## config.mk

```make
export PLATFORM = sky130hd
export DESIGN_NAME = lane_steer_unit
export DESIGN_NICKNAME = d
export VERILOG_FILES = /design/src/rtl/lsu_lane_pkg.sv /design/src/rtl/lane_ctrl.sv /design/src/rtl/lane_data.sv /design/src/rtl/lane_steer_unit.sv
export SDC_FILE = /design/constraint.sdc
export NUM_CORES = 1
export LEC_CHECK = 0
export BUFFER_PORTS_ARGS = -buffer_cell sky130_fd_sc_hd__buf_2
export CORE_ASPECT_RATIO = 0.7
export CORE_UTILIZATION = 40
export DETAILED_ROUTE_END_ITERATION = 12
export HOLD_SLACK_MARGIN = 0.12
export PLACE_DENSITY = 0.78
export SLEW_MARGIN = 20
export SYNTH_ARGS = -nofsm -noshare
export SYNTH_HDL_FRONTEND = slang
export SYNTH_SLANG_ARGS = --single-unit
export TNS_END_PERCENT = 30
```

## constraint.sdc

```tcl
create_clock -name clk -period 0.8 [get_ports clk]
set_input_delay 0.04 -clock clk [delete_from_list [all_inputs] [get_ports clk]]
set_output_delay 0.04 -clock clk [all_outputs]
set_load 0.05 [all_outputs]
```

## src/rtl/lsu_lane_pkg.sv

```systemverilog
package lsu_lane_pkg;
  localparam int WORD_W = 32;
  localparam int LANE_W = 8;
  localparam int LANES  = WORD_W / LANE_W;
  localparam int HALF_W = 2 * LANE_W;
  localparam int IDX_W  = $clog2(LANES);

  typedef enum logic [1:0] {
    SZ_BYTE = 2'b00,
    SZ_HALF = 2'b01,
    SZ_WORD = 2'b10,
    SZ_RSVD = 2'b11
  } size_e;

  // strobes from the decoder to the lane datapath
  typedef struct packed {
    logic [LANES-1:0] laneEn;
    logic [IDX_W-1:0] laneIdx;
    logic             hiHalf;
    size_e            size;
    logic             signExt;
    logic             fault;
  } steer_t;
endpackage

```

## src/rtl/lane_ctrl.sv

```systemverilog
module lane_ctrl
  import lsu_lane_pkg::*;
(
  input  logic             clk,
  input  logic             rstN,
  input  logic             bigEndian,
  input  logic             storeReq,
  input  logic [1:0]       reqSize,
  input  logic [IDX_W-1:0] addrOfs,
  input  logic             signedLoad,
  output steer_t           steer
);
  size_e            sizeDec;
  logic [IDX_W-1:0] physIdx;
  logic             faultDec;

  assign sizeDec = size_e'(reqSize);
  // physical lane holding the addressed byte
  assign physIdx = bigEndian ? IDX_W'(LANES - 1) - addrOfs : addrOfs;

  always_comb begin
    unique case (sizeDec)
      SZ_BYTE: faultDec = 1'b0;
      SZ_HALF: faultDec = addrOfs[0];
      SZ_WORD: faultDec = (addrOfs != '0);
      default: faultDec = 1'b1;
    endcase
  end

  always_comb begin
    steer         = '0;
    steer.size    = sizeDec;
    steer.laneIdx = physIdx;
    steer.hiHalf  = addrOfs[1] ^ bigEndian;
    steer.signExt = signedLoad;
    steer.fault   = faultDec;
    if (storeReq && !faultDec) begin
      unique case (sizeDec)
        SZ_BYTE: steer.laneEn[physIdx] = 1'b1;
        SZ_HALF: steer.laneEn = steer.hiHalf ? {{(LANES/2){1'b1}}, {(LANES/2){1'b0}}}
                                             : {{(LANES/2){1'b0}}, {(LANES/2){1'b1}}};
        default: steer.laneEn = '1;
      endcase
    end
  end

  // a byte store touches exactly one lane
  p_byte_one_lane_r2: assert property (@(posedge clk) disable iff (!rstN)
    (storeReq && sizeDec == SZ_BYTE) |-> $countones(steer.laneEn) == 1);
  // an aligned halfword store touches one contiguous pair
  p_half_pair_r3: assert property (@(posedge clk) disable iff (!rstN)
    (storeReq && sizeDec == SZ_HALF && !addrOfs[0]) |->
      (steer.laneEn == 4'b0011 || steer.laneEn == 4'b1100));
  // loads never enable writes
  p_load_quiet_r9: assert property (@(posedge clk) disable iff (!rstN)
    !storeReq |-> steer.laneEn == '0);
endmodule

```

## src/rtl/lane_data.sv

```systemverilog
module lane_data
  import lsu_lane_pkg::*;
(
  input  logic              clk,
  input  logic              rstN,
  input  steer_t            steer,
  input  logic [WORD_W-1:0] storeData,
  input  logic [WORD_W-1:0] loadWord,
  output logic [WORD_W-1:0] wrData,
  output logic [WORD_W-1:0] ldData
);
  logic [WORD_W-1:0] byteRep;
  logic [WORD_W-1:0] halfRep;
  logic [LANE_W-1:0] pickByte;
  logic [HALF_W-1:0] pickHalf;

  genvar gi;
  generate
    for (gi = 0; gi < LANES; gi++) begin : g_byteRep
      assign byteRep[gi*LANE_W +: LANE_W] = storeData[LANE_W-1:0];
    end
    for (gi = 0; gi < LANES/2; gi++) begin : g_halfRep
      assign halfRep[gi*HALF_W +: HALF_W] = storeData[HALF_W-1:0];
    end
  endgenerate

  always_comb begin
    unique case (steer.size)
      SZ_BYTE: wrData = byteRep;
      SZ_HALF: wrData = halfRep;
      default: wrData = storeData;
    endcase
  end

  assign pickByte = loadWord[steer.laneIdx*LANE_W +: LANE_W];
  // big-endian half: lower-address byte is the upper byte, which the
  // physical word layout already provides
  assign pickHalf = steer.hiHalf ? loadWord[WORD_W-1 -: HALF_W] : loadWord[HALF_W-1:0];

  always_comb begin
    if (steer.fault) begin
      ldData = '0;
    end else begin
      unique case (steer.size)
        SZ_BYTE: ldData = {{(WORD_W-LANE_W){steer.signExt & pickByte[LANE_W-1]}}, pickByte};
        SZ_HALF: ldData = {{(WORD_W-HALF_W){steer.signExt & pickHalf[HALF_W-1]}}, pickHalf};
        default: ldData = loadWord;
      endcase
    end
  end

  // byte write data is the same in every lane
  p_byte_replicate_r2: assert property (@(posedge clk) disable iff (!rstN)
    steer.size == SZ_BYTE |-> wrData[WORD_W-1 -: LANE_W] == storeData[LANE_W-1:0]);
  // unsigned byte load has a clean upper part
  p_byte_zero_ext_r5: assert property (@(posedge clk) disable iff (!rstN)
    (steer.size == SZ_BYTE && !steer.signExt) |-> ldData[WORD_W-1:LANE_W] == '0);
  // signed halfword load repeats its top bit
  p_half_sign_ext_r6: assert property (@(posedge clk) disable iff (!rstN)
    (steer.size == SZ_HALF && steer.signExt && !steer.fault) |->
      ldData[WORD_W-1:HALF_W] == {(WORD_W-HALF_W){ldData[HALF_W-1]}});
endmodule

```

## src/rtl/lane_steer_unit.sv

```systemverilog
module lane_steer_unit
  import lsu_lane_pkg::*;
#(
  parameter bit REG_OUT = 1'b1
) (
  input  logic              clk,
  input  logic              rstN,
  input  logic              bigEndian,
  input  logic              storeReq,
  input  logic [1:0]        reqSize,
  input  logic [IDX_W-1:0]  addrOfs,
  input  logic              signedLoad,
  input  logic [WORD_W-1:0] storeData,
  input  logic [WORD_W-1:0] loadWord,
  output logic [WORD_W-1:0] memWrData,
  output logic [LANES-1:0]  byteEn,
  output logic [WORD_W-1:0] loadResult,
  output logic              misalign
);
  steer_t            steer;
  logic [WORD_W-1:0] wrComb;
  logic [WORD_W-1:0] ldComb;

  lane_ctrl u_ctrl (
    .clk(clk), .rstN(rstN), .bigEndian(bigEndian), .storeReq(storeReq),
    .reqSize(reqSize), .addrOfs(addrOfs), .signedLoad(signedLoad), .steer(steer)
  );

  lane_data u_data (
    .clk(clk), .rstN(rstN), .steer(steer), .storeData(storeData),
    .loadWord(loadWord), .wrData(wrComb), .ldData(ldComb)
  );

  generate
    if (REG_OUT) begin : g_reg
      always_ff @(posedge clk or negedge rstN) begin
        if (!rstN) begin
          memWrData  <= '0;
          byteEn     <= '0;
          loadResult <= '0;
          misalign   <= 1'b0;
        end else begin
          memWrData  <= wrComb;
          byteEn     <= steer.laneEn;
          loadResult <= ldComb;
          misalign   <= steer.fault;
        end
      end
    end else begin : g_comb
      assign memWrData  = wrComb;
      assign byteEn     = steer.laneEn;
      assign loadResult = ldComb;
      assign misalign   = steer.fault;
    end
  endgenerate

  // a flagged request writes nothing and returns nothing
  p_fault_quiet_r8: assert property (@(posedge clk) disable iff (!rstN)
    misalign |-> (byteEn == '0 && loadResult == '0));
endmodule

```

==> out/results.ini <==
[cts]
cts_tree=built
cts.clk_slew.worst_paths_ns=0.06
cts_buffers=9
clock_path_buffers=2
cts_root_buf=clkbuf_16
cts_max_level=3
cts.sinks=69

[timing]
fin_crit_sh_pct=166.7
hold_viol=0
finalSetupViolCount=109
period_minus_slack_ns=1.333
drv_slew=0
tightest_slew_ns=0.4278
slew_headroom_pct=71.18
max_freq_ghz=0.7501
setup_ws_ns=-0.5332
rsz0062_at_grt=yes

[layout]
syn_to_final_growth_pct=91.39
seq_area_mm2=0.001727
nets=621
fin_cells=656
layout-drive-gt1-share_pct=55.15
nFillCells=386
multi_input_area_mm2=0.001911

[detailed_routing]
drc=0
dr.pass1.iters=5
drt-wirelength-per-cell_um=24.14
viasPerCell=6.078
drt_first_iter_violations=422
num_vias=3987
totalWireLength_um=15830
drtAntennaViolNets=0

[synth]
ys_ff_latch=69
ys_seq_area_share_pct=50.55
synth_fp_nets=382
synthCells=309
netlist_area_mm2=0.003416
async_flop_share_pct=100.0
avgSynthCellArea_um2=11.05
synth-edff-count=0
ys_warn_count=0
synth_cell_types=43
ys.flop_type=dfrtp_1

[place]
dp_slack_ns=-0.8272
gp_congestion=0.8051
numPortBuffers=141
dp_hpwl_um=6926
dp.cells=569

[floorplan]
rows=27
die_x_um=112.5
die-area_mm2=0.008919
fp.dieH_um=79.32
start_util_pct=42.31
num_io_pins=142
design.core.area_mm2=0.008074

[worst_setup_path]
critical_path_class=input port to register
crit_fanout=8
cp.required_ns=1.01
worst_ep_arrival_time_ns=1.55
worstSetupEndpointType=register
critPathLaunchType=input port

[global_route]
antenna_found_initial=2
grt_pass1_vias=3819
grt_first_pass_wirelength_um=21260
grt_use_total_pct=31.97
overflow=0
grt_max_degree=70

[flow_run]
drv_cap=0

[outcome]
status=complete, but fails checks
violations=setup timing

[power]
power_density_mw_per_mm2=1886
power_leakage_nw=3.017
peakVddDrop_mv=1.107

[worst_hold_path]
hold_class=input port to register

## through the flow
step	hold WS (ns)	utilization [%]	total power [W]	TNS [ns]	area, um2
after global placement	0.08591	56.05	0.006484	-30.42	4526
after detailed placement	0.09228	56.05	0.006528	-31.81	4526
after global routing	0.1225	80.94	0.01265	-21.17	6535
after CTS	0.1062	77.37	0.01180	-16.31	6247
final	0.1341	80.97	0.01233	-19.01	6538
after floorplan	-0.2556	-	0.005604	-29.21	3440
## critical path, stage by stage
cell,delay [ns]
buf_6,0.09
or4b_4,0.55
a41oi_4,0.18
o21ai_4,0.12
clkbuf_16,0.19
a221oi_2,0.36
## cells in the final DEF, fill, tap and decap left out, types with 3 or more instances in the layout
cell / Yosys / final
a221oi_2: 9 / 17
nand2b_1: 15 / 8
mux2i_1: 8 / 7
nand2b_4: 0 / 7
inv_1: 3 / 3
dlygate4sd3_1: 0 / 52
buf_12: 0 / 9
mux2_2: 23 / 16
buf_2: 3 / 65
nand2_1: 35 / 33
nor2b_1: 6 / 5
a21oi_1: 28 / 11
a21oi_2: 0 / 14
a21oi_4: 1 / 4
buf_6: 2 / 83
a221oi_1: 14 / 4
nand3_1: 6 / 6
nor2_1: 10 / 7
o2111a_1: 7 / 7
dfrtp_1: 69 / 69
buf_4: 3 / 34
o21ai_1: 1 / 3
o21a_1: 5 / 5
mux2_4: 1 / 8
clkbuf_16: 0 / 12
o21ai_0: 15 / 12
## where the power goes
part / total, W / internal [W] / switching (W)
Combinational: 0.00390 / 0.00167 / 0.00223
Sequential: 0.00390 / 0.00375 / 0.000155
Clock: 0.00453 / 0.00291 / 0.00162
## layer usage
layer  vias to the layer above  global-route usage (%)  share of wire [%]
met5                         -                       0                  0
met4                         0                   15.33                6.5
met3                       100                   7.557                8.4
met2                       353                   54.84                 47
met1                      1920                   38.30                 38
li1                       1614                       -                  -
## path summary, 6_finish.rpt
kind,start,endpoint,slack (ns),cells past startpoint
worst max-delay path,addrOfs[0],loadResult[25]$_DFF_PN0_,-0.53,6
worst min-delay path,loadWord[23],loadResult[23]$_DFF_PN0_,0.13,4
max in group asynchronous,rstN,loadResult[28]$_DFF_PN0_,0.25,3
min in group asynchronous,rstN,memWrData[1]$_DFF_PN0_,0.24,3
## what timing repair did
action | 4_1_cts | 5_1_grt
hold buffers | 52 | 2
endpoints found under the setup margin | 113 | 121
endpoints found under the hold margin | 132 | 3
gates cloned | 3 | 4
buffers inserted | 6 | 2
pin swaps | 17 | 10
resized for setup | 202 | 39
## layout make-up
cell class / instances / area share [%]
Clock buffer: 11 / 3.866
Inverter: 3 / 0.1722
Sequential cell: 69 / 26.41
Tap cell: 101 / 1.933
Multi-Input combinational cell: 212 / 29.22
Antenna cell: 2 / 0.07656
Timing Repair Buffer: 253 / 37.05
Clock inverter: 5 / 1.263
## cells in the mapped netlist, types with 5 or more instances
master	n	area, um2
a221oi_2	9	135.1
o21a_1	5	37.54
nand2_1	35	131.4
a221oi_1	14	122.6
nor2b_1	6	37.54
a21oi_1	28	140.1
mux2i_1	8	80.08
nand2b_1	15	93.84
clkbuf_1	15	56.30
nor2_1	10	37.54
dfrtp_1	69	1727
mux2_2	23	259.0
nand3_1	6	30.03
o2111a_1	7	78.83
o21ai_0	15	75.07
## registers in the layout, indices dropped and copies added (netlist names)
register / cells
misalign: 1
byteEn: 4
memWrData: 32
loadResult: 32
## cell families (layout without fill, tap and decap cells)
kind of cell | after synthesis | in the layout | share of synthesized area [%]
mux | 33 | 33 | 11.03
other cells | 0 | 2 | 0
flops | 69 | 69 | 50.55
compound gates | 87 | 87 | 20.15
buf+inv | 28 | 272 | 3.956
xor+xnor | 3 | 3 | 0.9892
simple gates | 89 | 89 | 13.33
Power figures use the tool's default switching activity.
